[src/rtl/adc_sar_pkg.sv]
package adc_sar_pkg;

  // Register addresses
  localparam int unsigned ADDR_CTRL = 0;
  localparam int unsigned ADDR_DATA = 1;

  // Control/status bit positions
  localparam int unsigned BIT_PD    = 0;
  localparam int unsigned BIT_IE    = 1;
  localparam int unsigned BIT_START = 2;
  localparam int unsigned BIT_DONE  = 3;

  // Strobes from control to datapath
  typedef struct packed {
    logic launch;   // clear accumulator, load MSB trial
    logic resolve;  // decide current trial bit, move to next
    logic commit;   // copy accumulator into result register
  } sarStrobe_t;

endpackage

[src/rtl/adc_sar_ctrl.sv]
module adc_sar_ctrl
  import adc_sar_pkg::*;
#(
  parameter int unsigned RES_W  = 8,
  parameter int unsigned BUS_W  = 8,
  parameter int unsigned ADDR_W = 1
) (
  input  logic              clk,
  input  logic              rstN,
  input  logic [ADDR_W-1:0] busAddr,
  input  logic              busWrEn,
  input  logic [BUS_W-1:0]  busWrData,
  output sarStrobe_t        strobe,
  output logic              pwrDown,
  output logic              irqEn,
  output logic              doneFlag,
  output logic [BUS_W-1:0]  ctrlRdData
);

  localparam int unsigned CNT_W = $clog2(RES_W + 1);
  localparam logic [CNT_W-1:0] STEP_LOAD = CNT_W'(RES_W);

  logic             busy;
  logic [CNT_W-1:0] stepsLeft;
  logic             ctrlWrite;
  logic             startAccept;
  logic             pdAbort;

  assign ctrlWrite   = busWrEn && (busAddr == ADDR_W'(ADDR_CTRL));
  assign pdAbort     = ctrlWrite && busWrData[BIT_PD];
  assign startAccept = ctrlWrite && busWrData[BIT_START]
                       && !busWrData[BIT_PD] && !pwrDown;

  // Register bits
  always_ff @(posedge clk or negedge rstN) begin
    if (!rstN) begin
      pwrDown <= 1'b1;
      irqEn   <= 1'b0;
    end else if (ctrlWrite) begin
      pwrDown <= busWrData[BIT_PD];
      irqEn   <= busWrData[BIT_IE];
    end
  end

  // Sequencer: start edge, RES_W resolve edges, one commit edge
  always_ff @(posedge clk or negedge rstN) begin
    if (!rstN) begin
      busy      <= 1'b0;
      doneFlag  <= 1'b0;
      stepsLeft <= '0;
    end else if (pdAbort) begin
      busy      <= 1'b0;
      stepsLeft <= '0;
    end else if (startAccept) begin
      busy      <= 1'b1;
      doneFlag  <= 1'b0;
      stepsLeft <= STEP_LOAD;
    end else if (busy) begin
      if (stepsLeft != '0) begin
        stepsLeft <= stepsLeft - 1'b1;
      end else begin
        busy     <= 1'b0;
        doneFlag <= 1'b1;
      end
    end
  end

  always_comb begin
    strobe         = '0;
    strobe.launch  = startAccept;
    strobe.resolve = busy && !pdAbort && !startAccept && (stepsLeft != '0);
    strobe.commit  = busy && !pdAbort && !startAccept && (stepsLeft == '0);
  end

  always_comb begin
    ctrlRdData            = '0;
    ctrlRdData[BIT_PD]    = pwrDown;
    ctrlRdData[BIT_IE]    = irqEn;
    ctrlRdData[BIT_START] = 1'b0;
    ctrlRdData[BIT_DONE]  = doneFlag;
  end

endmodule

[src/rtl/adc_sar_dp.sv]
module adc_sar_dp
  import adc_sar_pkg::*;
#(
  parameter int unsigned RES_W = 8
) (
  input  logic             clk,
  input  logic             rstN,
  input  sarStrobe_t       strobe,
  input  logic             cmpHigh,
  output logic [RES_W-1:0] dacCode,
  output logic [RES_W-1:0] resultData
);

  localparam logic [RES_W-1:0] MSB_MASK = RES_W'(1) << (RES_W - 1);

  logic [RES_W-1:0] accBits;
  logic [RES_W-1:0] trialMask;
  logic [RES_W-1:0] keepBits;

  for (genvar i = 0; i < RES_W; i++) begin : g_keep
    assign keepBits[i] = trialMask[i] & cmpHigh;
  end

  always_ff @(posedge clk or negedge rstN) begin
    if (!rstN) begin
      accBits   <= '0;
      trialMask <= '0;
    end else if (strobe.launch) begin
      accBits   <= '0;
      trialMask <= MSB_MASK;
    end else if (strobe.resolve) begin
      accBits   <= accBits | keepBits;
      trialMask <= trialMask >> 1;
    end
  end

  always_ff @(posedge clk or negedge rstN) begin
    if (!rstN) begin
      resultData <= '0;
    end else if (strobe.commit) begin
      resultData <= accBits;
    end
  end

  assign dacCode = accBits | trialMask;

endmodule

[src/rtl/adc_sar_top.sv]
module adc_sar_top
  import adc_sar_pkg::*;
#(
  parameter int unsigned RES_W  = 8,
  parameter int unsigned BUS_W  = 8,
  parameter int unsigned ADDR_W = 1
) (
  input  logic              clk,
  input  logic              rstN,
  input  logic [ADDR_W-1:0] busAddr,
  input  logic              busWrEn,
  input  logic [BUS_W-1:0]  busWrData,
  output logic [BUS_W-1:0]  busRdData,
  input  logic              cmpHigh,
  output logic [RES_W-1:0]  dacCode,
  output logic              irqReq
);

  sarStrobe_t       strobe;
  logic             pwrDown;
  logic             irqEn;
  logic             doneFlag;
  logic [BUS_W-1:0] ctrlRdData;
  logic [RES_W-1:0] resultData;
  logic [BUS_W-1:0] dataRdData;

  adc_sar_ctrl #(.RES_W(RES_W), .BUS_W(BUS_W), .ADDR_W(ADDR_W)) u_ctrl (
    .clk       (clk),
    .rstN      (rstN),
    .busAddr   (busAddr),
    .busWrEn   (busWrEn),
    .busWrData (busWrData),
    .strobe    (strobe),
    .pwrDown   (pwrDown),
    .irqEn     (irqEn),
    .doneFlag  (doneFlag),
    .ctrlRdData(ctrlRdData)
  );

  adc_sar_dp #(.RES_W(RES_W)) u_dp (
    .clk       (clk),
    .rstN      (rstN),
    .strobe    (strobe),
    .cmpHigh   (cmpHigh),
    .dacCode   (dacCode),
    .resultData(resultData)
  );

  if (BUS_W > RES_W) begin : g_pad
    assign dataRdData = {{(BUS_W - RES_W){1'b0}}, resultData};
  end else begin : g_fit
    assign dataRdData = resultData[BUS_W-1:0];
  end

  assign busRdData = (busAddr == ADDR_W'(ADDR_DATA)) ? dataRdData : ctrlRdData;
  assign irqReq    = doneFlag & irqEn;

endmodule

[config.mk]
export PLATFORM = sky130hd
export DESIGN_NAME = adc_sar_top
export DESIGN_NICKNAME = d
export VERILOG_FILES = /design/src/rtl/adc_sar_pkg.sv /design/src/rtl/adc_sar_ctrl.sv /design/src/rtl/adc_sar_dp.sv /design/src/rtl/adc_sar_top.sv
export SDC_FILE = /design/constraint.sdc
export NUM_CORES = 1
export LEC_CHECK = 0
export BUFFER_PORTS_ARGS = -buffer_cell sky130_fd_sc_hd__clkbuf_2
export CORE_MARGIN = 2
export CORE_UTILIZATION = 50
export CTS_BUF_LIST = sky130_fd_sc_hd__clkbuf_16
export CTS_CLUSTER_SIZE = 40
export DETAILED_ROUTE_END_ITERATION = 7
export PLACE_DENSITY = 0.74
export SLEW_MARGIN = 20
export SYNTH_ARGS = -nofsm -noshare
export SYNTH_HDL_FRONTEND = slang
export SYNTH_SLANG_ARGS = --single-unit
[constraint.sdc]
create_clock -name clk -period 2.6 [get_ports clk]
set_input_delay 0.65 -clock clk [delete_from_list [all_inputs] [get_ports clk]]
set_output_delay 0.65 -clock clk [all_outputs]
set_load 0.02 [all_outputs]
==> flow_metrics.py, run 1 <==
metrics = {
    "outcome": {
        "outcome": "finished clean",
    },
    "layout": {
        "fin_area_sq_mm": 0.00177,
        "drive_gt1_frac": 0.381,
        "final_nets": 169,
        "syn_to_final_growth_pct": 21.0,
        "fill_cells": 215,
        "antenna_cells": 0,
        "final_core_util": 0.641,
    },
    "die": {
        "boundaryPins": 30,
        "rows": 19,
        "coreArea_sq_mm": 0.00276,
        "die_w_um": 58.0,
        "initial_core_util": 0.529,
        "dieArea_sq_mm": 0.00337,
        "die_y_um": 58.0,
    },
    "place": {
        "dpl_cell_area_sq_mm": 0.00160,
        "dp_hpwl_um": 2080,
        "pre_cts_ws_ns": 0.324,
        "gp_congestion": 0.803,
        "io_buffers": 24,
    },
    "global_route": {
        "antenna_found_initial": 0,
        "grt_overflow": 0,
        "grt_pass1_vias": 1087,
        "grt_usage": 0.224,
        "grt_max_degree": 33,
        "grt_pass1_wl_um": 5380,
    },
    "clocking": {
        "ctsHoldBuffers": 0,
        "clk_pin_slew_ns": 0.05,
        "htree_levels": 2,
        "cts_setup_buffers": 0,
        "ctsLongestPathBuffers": 2,
        "root_buffer": "clkbuf_16",
        "cts_tree": "yes",
        "numCtsBuffers": 5,
        "clock_latency_ns": 0.28,
        "cts.sinks": 32,
        "cts_resized": 0,
    },
    "setup_path": {
        "r2r_slack_ns": 0.69,
        "crit_type": "in -> out",
        "crit_path_start_kind": "input port",
        "endpoint_kind": "output port",
        "crit_path_max_fanout": 10,
        "critical_path_arrival_ns": 1.39,
        "worstPathRequired_ns": 1.95,
    },
    "pwr": {
        "combPwrFrac": 0.231,
        "p_int_mw": 1.20,
        "seqPwrFrac": 0.388,
        "power_leakage_nw": 0.927,
        "power_density_mw_per_mm2": 956,
        "p_sw_frac": 0.292,
        "power.switching_uw": 493,
        "ir_drop_uv": 879,
        "clock_power_share": 0.381,
    },
    "synthesis": {
        "ys_dominant_reg_cell": "dfrtp_1",
        "yosysSeqAreaShare": 0.549,
        "ys_ff_latch": 32,
        "synth_nets": 140,
        "ys_types": 32,
        "synth_edf_count": 0,
        "synthCells": 125,
        "avgSynthCellArea_sq_um": 11.7,
        "syn-cell-area_sq_mm": 0.00146,
        "yosysWarnings": 0,
        "ys_async_sr_fraction": 1.00,
    },
    "sta": {
        "clock.fmax_mhz": 489,
        "setup_viol": 0,
        "fin_crit_ns": 2.04,
        "tightest_slew_ns": 0.749,
        "max_slew_margin": 0.500,
        "layout_setup_ws_ns": 0.556,
        "skew_ns": 0.00470,
        "post-route-period-util": 0.786,
        "setup-tns-final_ns": 0,
        "hold_viol": 0,
        "rsz0062_at_grt": "false",
        "drv_slew": 0,
    },
    "detailed_routing": {
        "vias": 1051,
        "wl_um": 3040,
        "routedWlPerCell_um": 16.4,
        "drc": 0,
        "drt_iter0_drc": 37,
        "drt_pass1_iterations": 4,
        "avgViaCountPerCell": 5.65,
        "ant_nets": 0,
    },
    "job": {
        "cap_violations": 0,
    },
    "worst_hold_path": {
        "min_path_type": "in -> async",
    },
}
[registers in the layout (all words and copies together) (netlist names)]
signal            count
u_ctrl.busy           1
u_ctrl.doneFlag       1
u_ctrl.irqEn          1
u_ctrl.pwrDown        1
u_ctrl.stepsLeft      4
u_dp.accBits          8
u_dp.resultData       8
u_dp.trialMask        8
[cell usage after synthesis (2+ instances only)]
library cell,instances,area share
or2_2,8,0.034
mux2_2,12,0.093
ha_1,2,0.017
inv_1,5,0.013
and2_1,6,0.026
nor2_1,13,0.033
a22o_1,7,0.042
nand2_1,5,0.013
nand2b_1,2,0.0086
nor3_1,2,0.0069
a21oi_1,11,0.038
dfrtp_1,31,0.53
or3_1,2,0.0086
[layout make-up]
class	count	area (sq um)	share of cell area
inverter	5	18.8	0.0106
clock inverter	3	38.8	0.0220
timing repair buffer	25	128	0.0722
clock buffer	5	125	0.0708
sequential	32	802	0.454
multi-input combinational	85	616	0.348
tap	31	38.8	0.0220
[placed cells by master, fill, tap and decap left out, drive strengths merged, types with 3 or more instances in the layout]
| cell type | netlist | final |
|---|---|---|
| nand2 | 5 | 5 |
| nand2b | 3 | 3 |
| inv | 5 | 6 |
| nor3 | 3 | 3 |
| a22o | 7 | 7 |
| mux2 | 12 | 12 |
| clkbuf | 0 | 29 |
| and2 | 6 | 6 |
| nor2 | 14 | 14 |
| dfrtp | 31 | 31 |
| or2 | 8 | 8 |
| a21oi | 12 | 12 |
[through the flow]
stage          hold WS [ns]  power (mW)  cells
2_1_floorplan         0.354       0.925    125
6_report              0.432        1.69    186
3_5_place_dp          0.468        1.04    178
5_1_grt               0.507        1.79    186
4_1_cts               0.459        1.70    186
3_3_place_gp          0.463        1.02    178
[power groups by stage]
| stage | Clock (mW) | Combinational, mW | Sequential [mW] |
|---|---|---|---|
| after global placement | 0 | 0.365 | 0.652 |
| after detailed placement | 0 | 0.382 | 0.659 |
| after global routing | 0.678 | 0.440 | 0.670 |
| after floorplan | 0 | 0.289 | 0.637 |
| after CTS | 0.656 | 0.390 | 0.655 |
| final | 0.644 | 0.391 | 0.655 |
[logic make-up after synthesis]
| logic type | share of synthesized area |
|---|---|
| multiplexers | 0.0925 |
| adder cells (fa/ha/maj) | 0.0171 |
| AO/OA/AOI/OAI | 0.109 |
| flip-flops | 0.549 |
| AND/OR/NAND/NOR | 0.197 |
| XOR/XNOR | 0.00600 |
| buffers and inverters | 0.0291 |
[routing by layer]
layer  part of all wire  global-route usage  up-vias
met5                  0                   0        -
met4              0.017              0.0963        0
met3              0.058              0.0804        6
met2               0.50               0.362       35
met1               0.42               0.272      524
li1                   -                   -      486
[final timing paths]
kind,startpoint,to,depth (start not counted)
max,busAddr,busRdData[3],3
min,rstN,u_ctrl.irqEn,1
max reg2reg,u_ctrl.stepsLeft[0],u_dp.resultData[4],6
min reg2reg,u_ctrl.pwrDown,u_ctrl.pwrDown,2
max in group asynchronous,rstN,u_ctrl.stepsLeft[0],1
min in group clk,u_ctrl.pwrDown,u_ctrl.pwrDown,2
[critical path, stage by stage]
cell	delay, ns
clkbuf_2	0.22
mux2_2	0.37
clkbuf_2	0.15
(Power assumes the default switching activity.)
==> inputs of run 2 (changes only) <==
--- a/config.mk
+++ b/config.mk
@@ -7,7 +7,7 @@
 export LEC_CHECK = 0
 export BUFFER_PORTS_ARGS = -buffer_cell sky130_fd_sc_hd__clkbuf_2
 export CORE_MARGIN = 2
-export CORE_UTILIZATION = 50
+export CORE_UTILIZATION = 48
 export CTS_BUF_LIST = sky130_fd_sc_hd__clkbuf_16
 export CTS_CLUSTER_SIZE = 40
 export DETAILED_ROUTE_END_ITERATION = 7
==> constraint.sdc (replaced) <==
create_clock -name clk -period 1.7 [get_ports clk]
set_input_delay 0.425 -clock clk [delete_from_list [all_inputs] [get_ports clk]]
set_output_delay 0.425 -clock clk [all_outputs]
set_load 0.02 [all_outputs]
==> run 2 against run 1 <==
Against the previous run:
- die area grew 3.9%
- sequential share of layout area fell by 2.2 points
- cell area grew 5.0%
- register-to-register slack worse by 0.63 ns
- total power is 51% higher
- routed wire length down 2.7%
- combinational power grew 82%
- clock power increased by 28%
- largest cell class unchanged
- largest power group unchanged
==> flow_metrics.py, run 2 (synthesized netlist as in run 1, its figures left out) <==
metrics = {
    "outcome": {
        "outcome": "finished clean",
    },
    "sta": {
        "tightest_slew_ns": 0.463,
        "post-route-period-util": 0.962,
        "fin_crit_ns": 1.64,
        "max_slew_margin": 0.691,
        "setup-tns-final_ns": 0,
        "layout_setup_ws_ns": 0.0639,
        "hold_viol": 0,
        "drv_slew": 0,
        "setup_viol": 0,
        "skew_ns": 0.00297,
        "clock.fmax_mhz": 611,
        "whs_ns": 0.0915,
    },
    "pwr": {
        "fin_total_pwr_mw": 2.54,
        "power_density_mw_per_mm2": 1370,
        "ir_drop_uv": 868,
        "power_leakage_nw": 0.974,
    },
    "die": {
        "boundaryPins": 30,
        "dieArea_sq_mm": 0.00350,
        "rows": 20,
        "initial_core_util": 0.490,
        "coreArea_sq_mm": 0.00298,
        "die_y_um": 59.2,
        "die_w_um": 59.2,
    },
    "clocking": {
        "root_buffer": "clkbuf_16",
        "cts_tree": "yes",
        "cts.sinks": 32,
        "ctsHoldBuffers": 0,
        "numCtsBuffers": 5,
        "clock_latency_ns": 0.27,
        "clk_pin_slew_ns": 0.05,
        "ctsLongestPathBuffers": 2,
        "htree_levels": 2,
    },
    "detailed_routing": {
        "drt_iter0_drc": 45,
        "vias": 1081,
        "wl_um": 2960,
        "drt_pass1_iterations": 4,
        "avgViaCountPerCell": 5.49,
        "routedWlPerCell_um": 15.0,
        "ant_nets": 0,
        "drc": 0,
    },
    "global_route": {
        "grt_usage": 0.190,
        "antenna_found_initial": 0,
        "grt_pass1_wl_um": 4780,
        "grt_pass1_vias": 1039,
        "grt_overflow": 0,
        "grt_max_degree": 18,
    },
    "layout": {
        "final_common_cell": "dfrtp_1",
        "seqCellArea_sq_um": 802,
        "top_regs": "u_dp.accBits (8), u_dp.resultData (8), u_dp.trialMask (8)",
        "drive_gt1_frac": 0.451,
        "final_core_util": 0.623,
        "fill_cells": 229,
        "antenna_cells": 0,
        "final_nets": 178,
        "syn_to_final_growth_pct": 27.1,
        "final_cell_mix": "dfrtp_1 (31), clkbuf_2 (24), nor2_1 (13)",
        "multi_input_area_sq_um": 647,
    },
    "setup_path": {
        "crit_path_max_fanout": 4,
        "r2r_slack_ns": 0.06,
        "regToRegStartpoint": "u_ctrl.stepsLeft[0]",
        "crit_slowest_cell": "dfrtp_1",
        "crit_type": "reg -> reg",
        "worstPathRequired_ns": 1.86,
        "r2r_end": "u_dp.resultData[7]",
        "crit_path_max_incr_delay_ns": 0.39,
        "startpoint": "u_ctrl.stepsLeft[0]",
        "endpoint_kind": "register",
        "cp_top_family": "simple AND/OR/NAND/NOR gates",
        "worst-path-buf-inv": 2,
        "reg2reg_depth": 7,
        "critical_path.cell_chain": "inv_2, ha_4, nor2b_4, nor3b_4, nand2b_1, buf_4, mux2_2",
        "crit_path_start_kind": "register",
        "critical_path_arrival_ns": 1.79,
    },
    "job": {
        "cap_violations": 0,
    },
    "place": {
        "pre_cts_ws_ns": -0.0414,
        "gp_congestion": 0.715,
        "io_buffers": 24,
        "dp_hpwl_um": 2120,
    },
    "worst_hold_path": {
        "min_path_type": "in -> async",
    },
}
-- run 2: changes by cell type in the layout (fill, tap and decap cells not counted), sizes merged --
cell    previous run  this run
clkinv             1         3
bufinv             1         0
inv                6         5
buf                1        10
-- run 2: timing repair --
action / CTS / global route
buffers inserted: 2 / 0
setup endpoints to repair: 15 / 23
gates resized for setup: 6 / 4
pin swaps: 1 / 1
-- run 2: worst max-delay path by stage --
stage               cells after the start  slack [ns]            endpoint
detailed placement                      7       -0.04  u_dp.resultData[7]
finish                                  7        0.06  u_dp.resultData[7]
global placement                        7        0.04  u_dp.resultData[2]
floorplan                               7        0.08     u_dp.accBits[0]
CTS                                     7      -0.003  u_dp.resultData[7]
global route                            7      -0.007  u_dp.resultData[5]
-- run 2: per-layer routing --
layer	wire length, um	track usage	vias up
li1	-	-	505
met1	1310	0.234	544
met2	1460	0.313	28
met3	157	0.0590	4
met4	30	0.0714	0
met5	0	0	-
-- run 2: worst register-to-register path, delay by kind of cell (launching register included) --
family | cells | cell delay [ns]
muxes | 1 | 0.27
and+or+nand+nor | 3 | 0.45
buffers and inverters | 2 | 0.26
DFF | 1 | 0.39
adders and majority gates | 1 | 0.15
-- run 2: cell type report --
class,count,share of cell area
clock buffers,5,0.0674
repair buffers,34,0.112
multi-input cells,85,0.349
clock inverters,3,0.00742
flip-flops and latches,32,0.432
well taps,33,0.0223
inverters,5,0.0101
-- run 2: through the flow --
step                      cells  cell area, sq um
after floorplan             125              1460
after global placement      187              1670
after detailed placement    187              1670
after CTS                   197              1840
after global routing        197              1860
final                       197              1860
-- run 2: power by group --
| group | internal, mW | switching, mW |
|---|---|---|
| logic | 0.345 | 0.368 |
| registers | 0.886 | 0.119 |
| clock network | 0.529 | 0.296 |
| total | 1.76 | 0.783 |
==> inputs of run 3 (changes only) <==
--- a/config.mk
+++ b/config.mk
@@ -7,7 +7,7 @@
 export LEC_CHECK = 0
 export BUFFER_PORTS_ARGS = -buffer_cell sky130_fd_sc_hd__clkbuf_2
 export CORE_MARGIN = 2
-export CORE_UTILIZATION = 48
+export CORE_UTILIZATION = 50
 export CTS_BUF_LIST = sky130_fd_sc_hd__clkbuf_16
 export CTS_CLUSTER_SIZE = 40
 export DETAILED_ROUTE_END_ITERATION = 7
==> constraint.sdc (replaced) <==
create_clock -name clk -period 1.6 [get_ports clk]
set_input_delay 0.4 -clock clk [delete_from_list [all_inputs] [get_ports clk]]
set_output_delay 0.4 -clock clk [all_outputs]
set_load 0.02 [all_outputs]
==> run 3 against run 2 <==
Against the previous run:
- the run now ends with setup timing left
- combinational power up 29%
- sequential share of layout area down 1.8 points
- sequential cell count unchanged
- worst hold slack got worse by 0.025 ns
- clock skew increased by 0.0029 ns
- global-route usage is 3.1 points higher
- critical endpoint unchanged
- largest power group unchanged
==> flow_metrics.py, run 3 (synthesized netlist as in run 1, its figures left out) <==
metrics = {
    "outcome": {
        "outcome": "finished, violations left",
        "violations": "setup timing",
    },
    "sta": {
        "rsz0062_at_grt": "true",
        "clock.fmax_mhz": 611,
        "layout_setup_ws_ns": -0.0380,
        "drv_slew": 0,
        "post-route-period-util": 1.02,
        "max_slew_margin": 0.698,
        "skew_ns": 0.00590,
        "tightest_slew_ns": 0.454,
        "fin_crit_ns": 1.64,
        "setup-tns-final_ns": -0.118,
        "setup_viol": 9,
        "hold_viol": 0,
    },
    "job": {
        "cap_violations": 0,
    },
    "place": {
        "pre_cts_ws_ns": -0.0847,
        "io_buffers": 24,
        "dp_hpwl_um": 2170,
        "gp_congestion": 0.849,
        "dpl_cell_area_sq_mm": 0.00170,
    },
    "layout": {
        "final_cell_mix": "dfrtp_1 (31), clkbuf_2 (24), buf_4 (15)",
        "fill_cells": 209,
        "top_regs": "u_dp.accBits (8), u_dp.resultData (8), u_dp.trialMask (8)",
        "final_common_cell": "dfrtp_1",
        "syn_to_final_growth_pct": 32.6,
        "fin_area_sq_mm": 0.00194,
        "final_nets": 185,
        "drive_gt1_frac": 0.497,
        "antenna_cells": 0,
    },
    "setup_path": {
        "crit_path_max_fanout": 8,
        "crit_path_start_kind": "register",
        "critical_path_arrival_ns": 1.80,
        "endpoint_kind": "register",
        "worstPathRequired_ns": 1.76,
        "crit_type": "reg -> reg",
    },
    "clocking": {
        "cts_tree": "yes",
        "htree_levels": 2,
        "numCtsBuffers": 5,
        "root_buffer": "clkbuf_16",
        "ctsLongestPathBuffers": 2,
        "clock_latency_ns": 0.28,
        "cts.sinks": 32,
        "clk_pin_slew_ns": 0.05,
    },
    "pwr": {
        "power_density_mw_per_mm2": 1490,
        "p_sw_frac": 0.315,
        "combPwrFrac": 0.319,
        "fin_total_pwr_mw": 2.89,
        "power.switching_uw": 910,
        "ir_drop_uv": 1130,
        "seqPwrFrac": 0.374,
        "p_int_mw": 1.98,
        "clock_power_share": 0.306,
        "power_leakage_nw": 1.02,
    },
    "detailed_routing": {
        "drt_iter0_drc": 28,
        "ant_nets": 0,
        "drt_pass1_iterations": 4,
        "wl_um": 3400,
        "drc": 0,
        "avgViaCountPerCell": 5.71,
        "vias": 1154,
        "routedWlPerCell_um": 16.8,
    },
    "die": {
        "die_w_um": 58.0,
        "die_y_um": 58.0,
        "initial_core_util": 0.529,
        "dieArea_sq_mm": 0.00337,
        "coreArea_sq_mm": 0.00276,
        "rows": 19,
        "boundaryPins": 30,
    },
    "global_route": {
        "grt_usage": 0.221,
        "grt_pass1_vias": 1146,
        "grt_overflow": 0,
        "antenna_found_initial": 0,
        "grt_max_degree": 19,
        "grt_pass1_wl_um": 5400,
    },
    "worst_hold_path": {
        "min_path_type": "in -> async",
    },
}
==> run 3: cell type report <==
cell class	instances	area, sq um	share of cell area
sequential	32	802	0.414
clock inverter	3	15.0	0.00776
clock buffer	5	125	0.0646
inverter	5	18.8	0.00970
multi-input combinational	85	672	0.347
timing repair buffer	41	264	0.136
tap	31	38.8	0.0200
==> run 3: worst paths after layout <==
| kind | from | endpoint | slack, ns | cells after the start |
|---|---|---|---|---|
| worst max-delay path | u_ctrl.stepsLeft[0] | u_dp.resultData[7] | -0.04 | 7 |
| worst min-delay path | rstN | u_dp.trialMask[7] | 0.07 | 1 |
| worst max register to register | u_ctrl.stepsLeft[0] | u_dp.resultData[7] | -0.04 | 7 |
| worst min register to register | u_ctrl.pwrDown | u_ctrl.pwrDown | 0.48 | 2 |
| max in group asynchronous | rstN | u_ctrl.irqEn | 1.09 | 2 |
| min in group clk | busWrData[1] | u_ctrl.irqEn | 0.37 | 2 |
==> run 3: power groups by stage <==
stage / registers [mW] / clock network, mW / logic, mW
final: 1.08 / 0.884 / 0.922
after global placement: 1.06 / 0 / 0.696
after floorplan: 1.03 / 0 / 0.474
after CTS: 1.06 / 0.898 / 0.833
after detailed placement: 1.07 / 0 / 0.735
after global routing: 1.09 / 0.936 / 0.979
==> run 3: what timing repair did <==
action / in CTS / in global routing
endpoints found under the setup margin: 23 / 18
gates cloned: 0 / 0
resized for setup: 8 / 9
hold endpoints to repair: 0 / 0
buffers inserted: 4 / 1
pin swaps: 1 / 0
hold buffers: 0 / 0
==> run 3: per-stage QoR <==
| stage | std cells | utilization | hold WS (ns) |
|---|---|---|---|
| after detailed placement | 189 | 0.617 | 0.362 |
| final | 202 | 0.702 | 0.0661 |
| after CTS | 201 | 0.688 | 0.0728 |
| after global placement | 189 | 0.617 | 0.347 |
| after global routing | 202 | 0.702 | 0.0849 |
| after floorplan | 125 | - | 0.104 |
==> run 3: critical path: stages (launching register included) <==
cell      delay [ns]
dfrtp_1         0.39
inv_2           0.09
ha_4            0.15
nor2b_4         0.14
nor3b_4         0.21
nand2b_1        0.10
buf_6           0.15
mux2_4          0.30
==> run 3: per-layer routing <==
metal	GRT usage	vias to the layer above	share of wire
li1	-	522	-
met1	0.257	581	0.43
met2	0.359	42	0.49
met3	0.0871	9	0.049
met4	0.103	0	0.030
met5	0	-	0
